===== src/rtl/sec_countdown_alarm.sv =====
module sec_countdown_alarm #(
  parameter int CNT_W  = 32,
  parameter int ADDR_W = 3
) (
  input  logic              clk,
  input  logic              rst_n,
  input  logic              sec_tick,
  input  logic              wr_en,
  input  logic [ADDR_W-1:0] wr_addr,
  input  logic [CNT_W-1:0]  wr_data,
  input  logic [ADDR_W-1:0] rd_addr,
  output logic [CNT_W-1:0]  rd_data,
  output logic              irq,
  output logic              wake
);

  localparam logic [ADDR_W-1:0] A_IVL = ADDR_W'(0);
  localparam logic [ADDR_W-1:0] A_REM = ADDR_W'(1);
  localparam logic [ADDR_W-1:0] A_RUN = ADDR_W'(2);
  localparam logic [ADDR_W-1:0] A_IEN = ADDR_W'(3);
  localparam logic [ADDR_W-1:0] A_STS = ADDR_W'(4);
  localparam logic [ADDR_W-1:0] A_WKE = ADDR_W'(5);
  localparam logic [CNT_W-1:0]  ONE   = CNT_W'(1);
  localparam logic [CNT_W-2:0]  PAD   = '0;

  logic [CNT_W-1:0] ivl_q, cnt_q;
  logic run_q, ien_q, wke_q, pend_q;

  logic load, step, expire, clr;
  assign load   = wr_en && (wr_addr == A_IVL);
  assign step   = sec_tick && run_q && !load && (cnt_q != '0);
  assign expire = step && (cnt_q == ONE);
  assign clr    = wr_en && (wr_addr == A_STS) && wr_data[0];

  always_ff @(posedge clk) begin
    if (!rst_n) begin
      ivl_q <= '0;
      cnt_q <= '0;
    end else if (load) begin
      ivl_q <= wr_data;
      cnt_q <= wr_data;
    end else if (step) begin
      cnt_q <= cnt_q - ONE;
    end
  end

  always_ff @(posedge clk) begin
    if (!rst_n) begin
      run_q <= 1'b0;
      ien_q <= 1'b0;
      wke_q <= 1'b0;
    end else if (wr_en) begin
      if (wr_addr == A_RUN) run_q <= wr_data[0];
      if (wr_addr == A_IEN) ien_q <= wr_data[0];
      if (wr_addr == A_WKE) wke_q <= wr_data[0];
    end
  end

  always_ff @(posedge clk) begin
    if (!rst_n) pend_q <= 1'b0;
    else        pend_q <= expire | (pend_q & ~clr);
  end

  assign irq  = pend_q & ien_q;
  assign wake = pend_q & wke_q;

  always_comb begin
    case (rd_addr)
      A_IVL:   rd_data = ivl_q;
      A_REM:   rd_data = cnt_q;
      A_RUN:   rd_data = {PAD, run_q};
      A_IEN:   rd_data = {PAD, ien_q};
      A_STS:   rd_data = {PAD, pend_q};
      A_WKE:   rd_data = {PAD, wke_q};
      default: rd_data = '0;
    endcase
  end

  AST_COUNT_STEP: assert property (@(posedge clk) disable iff (!rst_n)
    (sec_tick && run_q && !load && cnt_q != '0) |=> (cnt_q == $past(cnt_q) - ONE));
  AST_COUNT_HOLD: assert property (@(posedge clk) disable iff (!rst_n)
    (!sec_tick && !load) |=> $stable(cnt_q));
  AST_ZERO_REST: assert property (@(posedge clk) disable iff (!rst_n)
    (cnt_q == '0 && !load) |=> (cnt_q == '0));
  AST_EXPIRY_SETS: assert property (@(posedge clk) disable iff (!rst_n)
    (sec_tick && run_q && !load && cnt_q == ONE) |=> pend_q);
  AST_NO_SPURIOUS: assert property (@(posedge clk) disable iff (!rst_n)
    (!pend_q && !(sec_tick && run_q && !load && cnt_q == ONE)) |=> !pend_q);
  AST_CLEAR_WORKS: assert property (@(posedge clk) disable iff (!rst_n)
    (wr_en && wr_addr == A_STS && wr_data[0] && !(sec_tick && run_q && cnt_q == ONE)) |=> !pend_q);
  AST_LOAD_WINS: assert property (@(posedge clk) disable iff (!rst_n)
    (wr_en && wr_addr == A_IVL) |=> (cnt_q == $past(wr_data)));

endmodule


===== config.mk =====
export PLATFORM = sky130hd
export DESIGN_NAME = sec_countdown_alarm
export DESIGN_NICKNAME = d
export VERILOG_FILES = /design/src/rtl/sec_countdown_alarm.sv
export SDC_FILE = /design/constraint.sdc
export NUM_CORES = 1
export LEC_CHECK = 0
export ABC_AREA = 1
export BUFFER_PORTS_ARGS = -buffer_cell sky130_fd_sc_hd__buf_2
export CORE_ASPECT_RATIO = 0.7
export CORE_MARGIN = 5
export CORE_UTILIZATION = 41
export DETAILED_ROUTE_END_ITERATION = 7
export GPL_TIMING_DRIVEN = 0
export PLACE_DENSITY = 0.73
export SLEW_MARGIN = 5
export SYNTH_ARGS = -nofsm -noshare
export SYNTH_HDL_FRONTEND = slang
export SYNTH_SLANG_ARGS = --single-unit

===== constraint.sdc =====
create_clock -name clk -period 1.8 [get_ports clk]
set_input_delay 0.18 -clock clk [delete_from_list [all_inputs] [get_ports clk]]
set_output_delay 0.18 -clock clk [all_outputs]
set_load 0.02 [all_outputs]

# Yosys cells after proc, flatten, opt, wreduce, memory -nomap -nowiden
# Cells that the tools add are included.
[word_totals]
regBits = 68
inputBits = 42
wordCells = 40
[op_classes]
addsub = 1
n_eq_ne = 10
muxes = 3
bitwise = 5
n_reduce_logical = 15
[ops]
columns = ["cell", "count"]
rows = [
  ["32-bit case mux with 6 select lines", 1],
  ["32-bit two-way mux", 2],
  ["32-bit by 1-bit equality test with 1-bit output, second input constant", 1],
  ["32-bit nonzero test", 1],
  ["32-bit by 1-bit subtractor with 32-bit output, second input constant", 1],
  ["3-bit by 2-bit equality test with 1-bit output, second input constant", 4],
  ["3-bit equality test, second input constant", 4],
  ["1-bit logical AND", 7],
  ["3-bit logical NOT", 2],
  ["2-bit AND reduction", 3],
  ["1-bit AND", 3],
  ["3-bit by 1-bit equality test with 1-bit output, second input constant", 1],
  ["2-bit nonzero test", 1],
  ["1-bit logical NOT", 1],
  ["1-bit NOT", 1],
  ["1-bit bitwise OR", 1],
]

# Logic depth before layout (Yosys ltp)
# Gate-level depths: netlist of the first run.
[depth]
word_depth = 7
ltp_mapped = 12
mapped_depth_nobuf = 11

# Worst setup path after synthesis of the first run
# No wires, ideal clock.
[synth_path]
path_type = "reg2reg"
startpoint = "reg cnt_q[0]"
endpoint = "reg cnt_q[17]"
setup_time_ns = 0.115
t_arrival_ns = 1.535
t_required_ns = 1.685
path_slack_ns = 0.151
path_stages_with_launch = 11
n_path_buf = 1
cell_sequence = "dfxtp_1 > inv_1 > ha_1 > nand2_2 > nor2_4 > nand2_2 > o21ai_4 > nand2_4 > buf_2 > o21ai_1 > nor2_1"
[synth_via]
elab_chain_len = 3
elab_cells_between_ends = 6
cone_classes = "add/sub (1); mux (2); reduce/logical (3)"
[synth_rtl]
columns = ["item", "line_no", "rtl"]
rows = [
  ["start: declaration", "26", "logic [CNT_W-1:0] ivl_q, cnt_q;"],
  ["start signal: assignment", "41", "cnt_q <= wr_data;"],
  ["start signal: assignment", "43", "cnt_q <= cnt_q - ONE;"],
  ["32-bit by 1-bit subtractor with 32-bit output or 32-bit nonzero test (tied branches)", "43, 31", ""],
  ["32-bit two-way mux or 1-bit logical AND (tied branches)", "42, 31", ""],
  ["32-bit two-way mux or 2-bit nonzero test (tied branches)", "-", ""],
]
# Several ways; a longest one is shown, not always the timed one. The select of a mux whose other input is x is not followed.
# A chain may end at the register's enable or synchronous reset.

# Final worst setup path of the first run
[layout_path]
startpoint = "reg cnt_q[1]"
endpoint = "reg cnt_q[22]"
# Same word-level chain as after synthesis.

==> results of run 1 <==
==> metal layers <==
metal  global-route usage [%]  routed length [um]  up-vias
met5                        0                   0        -
met3                     5.42                1350       26
met4                     8.65                 281        0
li1                         -                   -     2361
met2                     38.0                6370      224
met1                     35.8                7080     2257
==> synthesized netlist by cell type, types with 2 or more instances <==
master    number  area, um^2
a21boi_0       2        15.0
a21oi_1       44         220
a32o_1         3        30.0
buf_2         10        50.1
buf_6          2        22.5
clkbuf_1      15        56.3
dfxtp_1       68        1360
ha_1           2        25.0
inv_1         57         214
inv_2          2        7.51
nand2_1      206         773
nand2_2        2        12.5
nand3_1       50         250
nand4_1        3        18.8
nor2_1       125         469
nor2_2         3        18.8
nor2_4         2        22.5
nor3_1         4        20.0
o21ai_0       39         195
o21ai_1       25         125
xor2_1         5        43.8
==> cell families (layout without fill, tap and decap cells) <==
| logic type | after synthesis | after routing |
|---|---|---|
| adder cells (fa/ha/maj) | 2 | 2 |
| buffers and inverters | 88 | 187 |
| AO/OA/AOI/OAI | 117 | 117 |
| AND/OR/NAND/NOR | 399 | 399 |
| flip-flops | 68 | 68 |
| XOR/XNOR | 5 | 5 |
==> state kept, by name (all words and copies together), names as in the netlist <==
register and cells:
cnt_q 32, wke_q 1, ien_q 1, run_q 1, pend_q 1, ivl_q 32
==> tightest hold or removal path: cells and delay by family <==
kind | cells | cell delay [ns]
AO/OA/AOI/OAI | 1 | 0.06
buffers and inverters | 1 | 0.09
AND/OR/NAND/NOR | 1 | 0.07
==> metrics by stage <==
| stage | cell area, um^2 | power [mW] |
|---|---|---|
| CTS | 4940 | 4.49 |
| global route | 5110 | 4.84 |
| global placement | 4580 | 2.78 |
| floorplan | 4040 | 2.46 |
| finish | 5110 | 4.59 |
| detailed placement | 4580 | 2.80 |
==> cell usage in the layout, fill, tap and decap left out, types with 2 or more instances in the layout <==
master and n:
a21boi_0 2, a21oi_1 44, a32o_1 3, buf_2 86
buf_4 9, buf_6 4, buf_8 2, clkbuf_1 10
clkbuf_16 9, clkinvlp_4 3, dfxtp_1 67, inv_1 54
inv_2 3, inv_4 2, nand2_1 203, nand2_2 3
nand2_4 3, nand3_1 49, nand4_1 3, nor2_1 105
nor2_2 16, nor2_4 9, nor3_1 3, o21ai_0 38
o21ai_1 22, o21ai_2 4, xor2_1 5
==> power by group through the flow <==
stage | Clock (mW) | Sequential (mW) | Combinational [mW]
6_report | 1.63 | 1.64 | 1.33
3_5_place_dp | 0 | 1.66 | 1.14
4_1_cts | 1.65 | 1.63 | 1.21
5_1_grt | 1.73 | 1.65 | 1.47
2_1_floorplan | 0 | 1.64 | 0.821
3_3_place_gp | 0 | 1.66 | 1.12
==> layout make-up <==
cell class	count	share of cell area, %
tap	128	3.13
clock inverter	4	0.539
sequential	68	26.7
inverter	60	4.51
timing repair buffer	85	8.77
clock buffer	10	4.68
multi-input combinational	523	48.2
buffer	28	3.43
==> repair_timing <==
action / 4_1_cts / 5_1_grt
gates cloned: 0 / 1
setup endpoints to repair: 63 / 54
buffers inserted: 3 / 6
pin swaps: 3 / 7
gates resized for setup: 22 / 48
==> worst paths after layout <==
path              start        end  slack [ns]  cells after the start
min          wr_data[7]   ivl_q[7]        0.11                      3
min reg2reg   ivl_q[15]  ivl_q[15]        0.46                      2
max            cnt_q[1]  cnt_q[22]        0.06                     10
max reg2reg    cnt_q[1]  cnt_q[22]        0.06                     10
==> results.py, run 1 <==
metrics = {
    "global_route": {
        "antenna_found_initial": 0,
        "number_of_global_route_vias_before_repair": 4571,
        "global_route_wire_length_before_repair_um": 23600,
        "global_route_usage_over_all_layers_pct": 25.3,
        "gr-total-overflow": 0,
        "maximum_number_of_pins_on_one_net_before_global_route_repair": 12,
    },
    "power_and_ir_drop": {
        "internal_power_mw": 2.97,
        "static-leakage-power_nw": 2.45,
        "vdd_ir_drop_max_uv": 436,
        "switching_power_share_of_the_total_pct": 35.4,
        "powerDensity_nw_per_um2": 899,
        "net-switching-power_mw": 1.63,
        "reg_power_share_pct": 35.7,
        "power_frac_clock_pct": 35.4,
        "combinationalPowerShare_pct": 28.9,
    },
    "synthesis": {
        "post_synthesis_adder_cell_area_fraction_pct": 0.619,
        "synth-seq-cells": 68,
        "synth-edff-count": 0,
        "ys_dominant_reg_cell": "dfxtp_1",
        "netlist_area_um2": 4040,
        "async_flop_share_pct": 0,
        "largest_family_of_logic_cells_by_synthesized_area": "simple AND/OR/NAND/NOR gates",
        "synthesis.instances": 679,
        "synth.mux.area_fraction_pct": 0,
        "synth_compound_gate_area_share_pct": 15.5,
        "basic_gate_share_of_the_synthesized_area_counting_and_or_nand_and_nor_cells_pct": 40.1,
        "syn_nets": 723,
        "avgSynthCellArea_um2": 5.95,
        "synth.yosys.seq_area_share_pct": 33.7,
        "synth.yosys.warnings": 0,
        "post_synth_num_cell_types": 31,
        "post_synth_xor_area_fraction_pct": 1.08,
    },
    "clock_tree": {
        "insertion_delay_ns": 0.34,
        "cts_hold_buf": 0,
        "cts_root_buffer": "clkbuf_16",
        "clkSlewWorstSetupHoldPaths_ns": 0.06,
        "cts_max_path_buffers": 2,
        "tritoncts_num_sinks": 68,
        "tritoncts.num_buffers": 9,
        "cts_tree": "done",
        "cts_max_level": 3,
    },
    "sta": {
        "timing.final.ws_setup_ns": 0.0588,
        "hold_violations": 0,
        "final.setup_skew_ns": 0.0102,
        "max_clock_freq_ghz": 0.574,
        "rsz_0062_raised_after_global_routing": "true",
        "worst_slew_pin_slew_ns": 0.698,
        "setup-violations-final": 0,
        "sum_of_negative_setup_slack_ns": 0,
        "timing.slew.headroom_pct": 53.5,
        "finalWorstPathRequiredPeriod_ns": 1.74,
        "finalHoldWorstSlack_ns": 0.109,
        "timing_max_transition_violations_final": 0,
        "layout_worst_path_cycle_share_pct": 96.7,
    },
    "die": {
        "die_x_um": 129,
        "std_cell_rows": 30,
        "fp.dieArea_um2": 12000,
        "fp.dieH_um": 93.1,
        "start_util_pct": 41.9,
        "design.portCount": 76,
        "core-area_um2": 9650,
    },
    "route": {
        "post_drt_via_cell_ratio": 5.37,
        "drt.antenna.violating_nets": 0,
        "drt-wirelength-per-cell_um": 16.7,
        "drtPass1Iterations": 5,
        "route.final.wire_length_um": 15100,
        "routed-via-count": 4868,
        "dr.first_iter.drc_count": 475,
        "post-route-drc-count": 0,
    },
    "critical_path": {
        "worst_path_max_delay_cell": "dfxtp_1",
        "max_stage_delay_ns": 0.33,
        "critical_path.cell_chain": "inv_2, ha_4, nand2_4, nor2_4, nand2_4, o21ai_4, nand2_4, buf_6, o21ai_1, nor2_1",
        "timing.critical_path.buf_inv": 2,
        "cp_max_fo": 10,
        "type_of_destination_of_the_critical_path": "register",
        "worst_ep_arrival_time_ns": 1.97,
        "criticalPathCategory": "register to register",
        "critPathRequiredTime_ns": 2.03,
        "start_kind": "register",
        "cp_common_cell": "nand2_4",
        "critical_path.top_delay_family": "simple AND/OR/NAND/NOR gates",
    },
    "final_layout": {
        "nets": 819,
        "post_route_cells_drive_above_1_share_pct": 21.0,
        "multi_input_comb_area_um2": 2460,
        "final_cell_count_no_fill": 906,
        "diodes": 0,
        "area_growth_from_synthesis_to_layout_pct": 26.4,
        "area.sequential_um2": 1370,
        "layout.core_utilization_pct": 53.0,
        "fillCellCount": 978,
    },
    "hold_path": {
        "worstHoldPathType": "primary input to register",
    },
    "placed_design": {
        "port_bufs": 75,
        "detailed_place_hpwl_um": 11100,
        "worst_slack_at_placement_ns": -0.555,
        "gp_routability_congestion": 0.985,
        "numPlacedInstances": 882,
    },
    "status": {
        "outcome": "finished clean",
    },
    "flow_run": {
        "maxCapViolCount": 0,
    },
}
Power figures use the tool's default switching activity.
==> run 2: changes to the inputs <==
--- a/config.mk
+++ b/config.mk
@@ -12,7 +12,6 @@
 export CORE_UTILIZATION = 41
 export DETAILED_ROUTE_END_ITERATION = 7
 export GPL_TIMING_DRIVEN = 0
-export PLACE_DENSITY = 0.73
 export SLEW_MARGIN = 5
 export SYNTH_ARGS = -nofsm -noshare
 export SYNTH_HDL_FRONTEND = slang
==> constraint.sdc (replaced) <==
create_clock -name clk -period 2.15 [get_ports clk]
set_input_delay 0.215 -clock clk [delete_from_list [all_inputs] [get_ports clk]]
set_output_delay 0.215 -clock clk [all_outputs]
set_load 0.02 [all_outputs]
==> run 2 against run 1 <==
Clock skew decreased by 0.0049 ns; sequential power decreased by 16%; total power decreased by 16%; via count decreased by 4.0%; sequential share of layout area increased by 1.0 points; register-to-register slack improved by 0.05 ns; non-clock buffer count decreased by 8; sequential cell count unchanged; largest cell class unchanged; largest power group is now clock.
==> results.py, run 2 (synthesized netlist as in run 1, its figures left out) <==
metrics = {
    "status": {
        "outcome": "finished clean",
    },
    "global_route": {
        "gr-total-overflow": 0,
        "number_of_global_route_vias_before_repair": 4294,
        "maximum_number_of_pins_on_one_net_before_global_route_repair": 12,
        "global_route_usage_over_all_layers_pct": 24.8,
        "global_route_wire_length_before_repair_um": 22700,
        "antenna_found_initial": 0,
    },
    "sta": {
        "finalHoldWorstSlack_ns": 0.157,
        "layout_worst_path_cycle_share_pct": 95.0,
        "timing.slew.headroom_pct": 48.7,
        "hold_violations": 0,
        "timing_max_transition_violations_final": 0,
        "max_clock_freq_ghz": 0.490,
        "timing.final.ws_setup_ns": 0.107,
        "worst_slew_pin_slew_ns": 0.769,
        "final.setup_skew_ns": 0.00532,
        "setup-violations-final": 0,
        "rsz_0062_raised_after_global_routing": "false",
        "finalWorstPathRequiredPeriod_ns": 2.04,
    },
    "final_layout": {
        "mostFrequentLayoutCells": "nand2_1, nor2_1, buf_2",
        "layout_commonest_cell": "nand2_1",
        "diodes": 0,
        "fillCellCount": 1037,
        "biggest_regs": "cnt_q x32, ivl_q x32",
        "finish.instance_area_um2": 4900,
        "nets": 811,
        "area_growth_from_synthesis_to_layout_pct": 21.3,
        "post_route_cells_drive_above_1_share_pct": 16.1,
    },
    "route": {
        "route.final.wire_length_um": 14800,
        "routed-via-count": 4675,
        "post-route-drc-count": 0,
        "drt.antenna.violating_nets": 0,
        "drt-wirelength-per-cell_um": 16.5,
        "drtPass1Iterations": 5,
        "dr.first_iter.drc_count": 354,
        "post_drt_via_cell_ratio": 5.20,
    },
    "flow_run": {
        "maxCapViolCount": 0,
    },
    "die": {
        "fp.dieArea_um2": 12000,
        "core-area_um2": 9650,
        "fp.dieH_um": 93.1,
        "die_x_um": 129,
        "start_util_pct": 41.9,
        "std_cell_rows": 30,
        "design.portCount": 76,
    },
    "critical_path": {
        "start_kind": "register",
        "critical_path.cell_chain": "inv_1, ha_2, nand2_2, nor2_4, nand2_2, o21ai_4, nand2_4, buf_2, nand2_1, a21oi_1",
        "timing.reg2reg.setup_slack_ns": 0.11,
        "max_stage_delay_ns": 0.48,
        "critical_path.top_delay_family": "simple AND/OR/NAND/NOR gates",
        "type_of_destination_of_the_critical_path": "register",
        "ff2ff_path_depth": 10,
        "criticalPathCategory": "register to register",
        "critPathRequiredTime_ns": 2.41,
        "cp_common_cell": "nand2_2",
        "worst_r2r_startpoint": "cnt_q[0]",
        "worst_path_max_delay_cell": "dfxtp_1",
        "cp_max_fo": 10,
        "timing.critical_path.buf_inv": 2,
        "worst_ep_arrival_time_ns": 2.31,
        "worst_r2r_endpoint": "cnt_q[14]",
    },
    "clock_tree": {
        "cts_tree": "done",
        "cts_root_buffer": "clkbuf_16",
        "cts_hold_buf": 0,
        "tritoncts.num_buffers": 9,
        "insertion_delay_ns": 0.33,
        "cts_max_path_buffers": 2,
        "cts_max_level": 3,
        "tritoncts_num_sinks": 68,
        "clkSlewWorstSetupHoldPaths_ns": 0.06,
    },
    "placed_design": {
        "port_bufs": 75,
        "detailed_place_hpwl_um": 11300,
        "worst_slack_at_placement_ns": -0.365,
        "gp_routability_congestion": 0.969,
        "dpl-instance-area_um2": 4580,
    },
    "power_and_ir_drop": {
        "powerDensity_nw_per_um2": 785,
        "vdd_ir_drop_max_uv": 379,
        "static-leakage-power_nw": 2.38,
    },
    "hold_path": {
        "hold_crit_start": "wr_data[19]",
        "worstHoldPathType": "primary input to register",
        "hold_depth": 3,
        "hold_path_end": "ivl_q[19]",
    },
}
[run 2: cell type report]
cell class / instances / area [um^2] / share of cell area [%]
multi-input combinational: 523 / 2330 / 47.6
clock buffer: 10 / 239 / 4.87
timing repair buffer: 77 / 390 / 7.96
buffer: 28 / 139 / 2.83
inverter: 60 / 225 / 4.59
sequential: 68 / 1360 / 27.8
tap: 128 / 160 / 3.27
clock inverter: 5 / 52.6 / 1.07
[run 2: per-stage QoR]
| stage | total power, mW | utilization [%] | setup TNS, ns | std cells |
|---|---|---|---|---|
| after floorplan | 2.06 | - | 0 | 679 |
| after global placement | 2.35 | 47.4 | -4.12 | 882 |
| after detailed placement | 2.36 | 47.4 | -5.81 | 882 |
| after CTS | 3.84 | 50.5 | 0 | 897 |
| after global routing | 4.07 | 50.8 | 0 | 899 |
| final | 3.85 | 50.8 | 0 | 899 |
[run 2: report_power, final]
| group | switching (mW) | internal, mW |
|---|---|---|
| registers | 0.0581 | 1.31 |
| logic | 0.674 | 0.326 |
| clock network | 0.562 | 0.916 |
[run 2: how the worst max path moves through the flow]
stage               startpoint           to  cells past startpoint
floorplan           rd_addr[1]  rd_data[10]                      4
global placement    rd_addr[1]  rd_data[24]                      6
finish                cnt_q[0]    cnt_q[14]                     10
CTS                 rd_addr[1]  rd_data[27]                      6
global route          cnt_q[7]    cnt_q[31]                     10
detailed placement  rd_addr[1]   rd_data[1]                      6
[run 2: worst register-to-register path, delay by kind of cell, from the launching register on]
kind,cells,cell delay (ns)
AOI/OAI and AO/OA,2,0.22
adders and majority gates,1,0.23
buffers and inverters,2,0.41
DFF,1,0.48
and+or+nand+nor,5,0.65
[run 2: layer usage]
layer	up-vias	GRT usage, %	share of wire (%)
li1	2349	-	-
met1	2127	36.1	49
met2	181	35.5	41
met3	18	5.71	8.2
met4	0	8.65	1.7
met5	-	0	0
[run 2: repair_timing]
item / 4_1_cts / 5_1_grt
gates resized for setup: 2 / 8
hold endpoints to repair: 0 / 0
buffers inserted: 0 / 2
endpoints found under the setup margin: 20 / 49
pin swaps: 0 / 1
==> run 3: changes to the inputs <==
--- a/config.mk
+++ b/config.mk
@@ -5,7 +5,7 @@
 export SDC_FILE = /design/constraint.sdc
 export NUM_CORES = 1
 export LEC_CHECK = 0
-export ABC_AREA = 1
+export ABC_AREA = 0
 export BUFFER_PORTS_ARGS = -buffer_cell sky130_fd_sc_hd__buf_2
 export CORE_ASPECT_RATIO = 0.7
 export CORE_MARGIN = 5
==> run 3 against run 2 <==
The run now ends with setup timing left; combinational power down 24%; global-route usage up 0.68 points; first-iteration DRC count up 10%; maximum frequency down 13%; total power down 12%; critical path type unchanged; critical endpoint is now cnt_q[23].
==> results.py, run 3 <==
metrics = {
    "status": {
        "outcome": "finished, violations left",
        "violations": "setup timing",
    },
    "critical_path": {
        "critPathRequiredTime_ns": 2.42,
        "cp_max_fo": 6,
        "type_of_destination_of_the_critical_path": "register",
        "timing.reg2reg.setup_slack_ns": -0.19,
        "criticalPathCategory": "register to register",
        "worst_ep_arrival_time_ns": 2.61,
        "worst_r2r_startpoint": "cnt_q[15]",
        "start_kind": "register",
        "worst_r2r_endpoint": "cnt_q[23]",
        "ff2ff_path_depth": 7,
    },
    "synthesis": {
        "netlist_area_um2": 3580,
        "synth.largest_area_cell": "dfxtp_1",
        "netlist.area_leader.share_pct": 38.0,
        "synth_compound_gate_area_share_pct": 28.7,
        "synthesis.instances": 450,
        "largest_family_of_logic_cells_by_synthesized_area": "compound AO/OA/AOI/OAI gates",
        "synth-edff-count": 0,
        "post_synth_num_cell_types": 55,
        "ys_dominant_reg_cell": "dfxtp_1",
        "synth-seq-cells": 68,
        "post_synthesis_adder_cell_area_fraction_pct": 0.699,
        "syn_nets": 494,
        "yosys.cell_count.top_type": "nand2_1",
        "synth.yosys.seq_area_share_pct": 38.0,
        "post_synth_main_area_contributors": "dfxtp_1, nand2_1, a22o_1, a21oi_1, o21ai_0",
        "avgSynthCellArea_um2": 7.96,
        "synth.mux.area_fraction_pct": 1.47,
        "synth.cells.most_frequent": "nand2_1, dfxtp_1, a21oi_1",
        "async_flop_share_pct": 0,
        "synth.yosys.warnings": 0,
        "basic_gate_share_of_the_synthesized_area_counting_and_or_nand_and_nor_cells_pct": 24.7,
        "post_synth_xor_area_fraction_pct": 1.96,
    },
    "final_layout": {
        "diodes": 0,
        "nets": 600,
        "layout_commonest_cell": "nand2_1",
        "final_cell_count_no_fill": 678,
        "mostFrequentLayoutCells": "nand2_1, buf_2, dfxtp_1",
        "area_growth_from_synthesis_to_layout_pct": 35.4,
        "post_route_cells_drive_above_1_share_pct": 29.0,
        "layout.core_utilization_pct": 57.2,
        "biggest_regs": "cnt_q x32, ivl_q x32",
        "finish.instance_area_um2": 4850,
    },
    "power_and_ir_drop": {
        "static-leakage-power_nw": 1.85,
        "totalPowerFinal_mw": 3.38,
        "vdd_ir_drop_max_uv": 510,
        "powerDensity_nw_per_um2": 696,
    },
    "clock_tree": {
        "cts_hold_buf": 0,
        "tritoncts_num_sinks": 68,
        "tritoncts.num_buffers": 9,
        "cts_root_buffer": "clkbuf_16",
        "cts_tree": "done",
        "insertion_delay_ns": 0.34,
        "cts_max_level": 3,
        "clkSlewWorstSetupHoldPaths_ns": 0.05,
        "cts_max_path_buffers": 2,
    },
    "route": {
        "post_drt_via_cell_ratio": 6.03,
        "routed-via-count": 4091,
        "drt-wirelength-per-cell_um": 20.2,
        "drt.antenna.violating_nets": 0,
        "drtPass1Iterations": 7,
        "post-route-drc-count": 0,
        "route.final.wire_length_um": 13700,
        "dr.first_iter.drc_count": 390,
    },
    "die": {
        "std_cell_rows": 28,
        "design.portCount": 76,
        "fp.dieH_um": 88.2,
        "core-area_um2": 8480,
        "fp.dieArea_um2": 10700,
        "start_util_pct": 42.3,
        "die_x_um": 122,
    },
    "placed_design": {
        "detailed_place_hpwl_um": 9150,
        "gp_routability_congestion": 0.953,
        "dpl-instance-area_um2": 4120,
        "port_bufs": 75,
        "worst_slack_at_placement_ns": -0.707,
        "numPlacedInstances": 645,
    },
    "sta": {
        "finalWorstPathRequiredPeriod_ns": 2.34,
        "max_clock_freq_ghz": 0.428,
        "timing.slew.headroom_pct": 41.5,
        "hold_violations": 0,
        "layout_worst_path_cycle_share_pct": 109,
        "timing_max_transition_violations_final": 0,
        "setup-violations-final": 25,
        "rsz_0062_raised_after_global_routing": "true",
        "timing.final.ws_setup_ns": -0.189,
        "worst_slew_pin_slew_ns": 0.877,
        "final.setup_skew_ns": 0.00704,
    },
    "global_route": {
        "antenna_found_initial": 0,
        "global_route_wire_length_before_repair_um": 20900,
        "global_route_usage_over_all_layers_pct": 25.5,
        "maximum_number_of_pins_on_one_net_before_global_route_repair": 11,
        "number_of_global_route_vias_before_repair": 3935,
        "gr-total-overflow": 0,
    },
    "hold_path": {
        "hold_crit_start": "wr_data[11]",
        "hold_depth": 3,
        "worstHoldPathType": "primary input to register",
        "hold_path_end": "ivl_q[11]",
    },
    "flow_run": {
        "maxCapViolCount": 0,
    },
}
## run 3: cell count changes in the layout (fill, tap and decap cells not counted), sizes merged, moves of 7 or more
cell and change:
or3 +17, or4 +10, clkbuf +15, a31oi +17
a22o +30, nor2 -113, nor3 +8, buf +13
inv -57, nand3 -44, o21ai -34, o31ai +7
nand2 -130
## run 3: stage by stage
stage / TNS (ns) / hold WS, ns
after floorplan: -2.45 / 0.351
after global placement: -27.79 / 0.441
after detailed placement: -31.75 / 0.446
after CTS: -5.78 / 0.120
after global routing: -4.44 / 0.130
final: -2.71 / 0.121
## run 3: critical path, stage by stage, from the launching register on
cell and delay (ns):
dfxtp_2 0.32, or4_4 0.57, or4_4 0.58, o31ai_4 0.25, buf_6 0.18, clkbuf_16 0.15
o41ai_2 0.06, a31oi_1 0.16
## run 3: worst max-delay path by stage
stage | from | end | slack, ns | depth (start not counted)
finish | cnt_q[15] | cnt_q[23] | -0.19 | 7
global route | run_q | cnt_q[23] | -0.25 | 6
CTS | cnt_q[15] | cnt_q[19] | -0.31 | 8
detailed placement | cnt_q[0] | cnt_q[19] | -0.71 | 8
global placement | wr_addr[0] | ivl_q[10] | -0.63 | 6
floorplan | cnt_q[15] | cnt_q[5] | -0.16 | 8
## run 3: kinds of logic after synthesis
kind of cell | Yosys count
buffers and inverters | 38
XOR/XNOR | 8
AND/OR/NAND/NOR | 173
flip-flops | 68
adder cells (fa/ha/maj) | 2
multiplexers | 5
AO/OA/AOI/OAI | 156
## run 3: final cells by class
| cell class | instances | area (um^2) |
|---|---|---|
| Buffer | 29 | 139 |
| Inverter | 3 | 11.3 |
| Fill cell | 814 | 3630 |
| Sequential cell | 68 | 1370 |
| Multi-Input combinational cell | 344 | 2320 |
| Clock buffer | 13 | 240 |
| Tap cell | 120 | 150 |
| Timing Repair Buffer | 101 | 614 |
## run 3: power by group
| group | switching (mW) | internal (mW) |
|---|---|---|
| Clock | 0.515 | 0.762 |
| Sequential | 0.0450 | 1.30 |
| Combinational | 0.452 | 0.304 |
## run 3: layer usage
metal	part of all wire, %	GRT usage [%]
met5	0	0
met4	1.8	9.05
met3	9.6	6.91
met2	42	37.5
met1	47	35.8
## run 3: timing repair
action | in CTS | in global routing
buffers inserted | 14 | 9
gates cloned | 2 | 1
pin swaps | 14 | 27
setup endpoints to repair | 53 | 52
gates resized for setup | 42 | 32
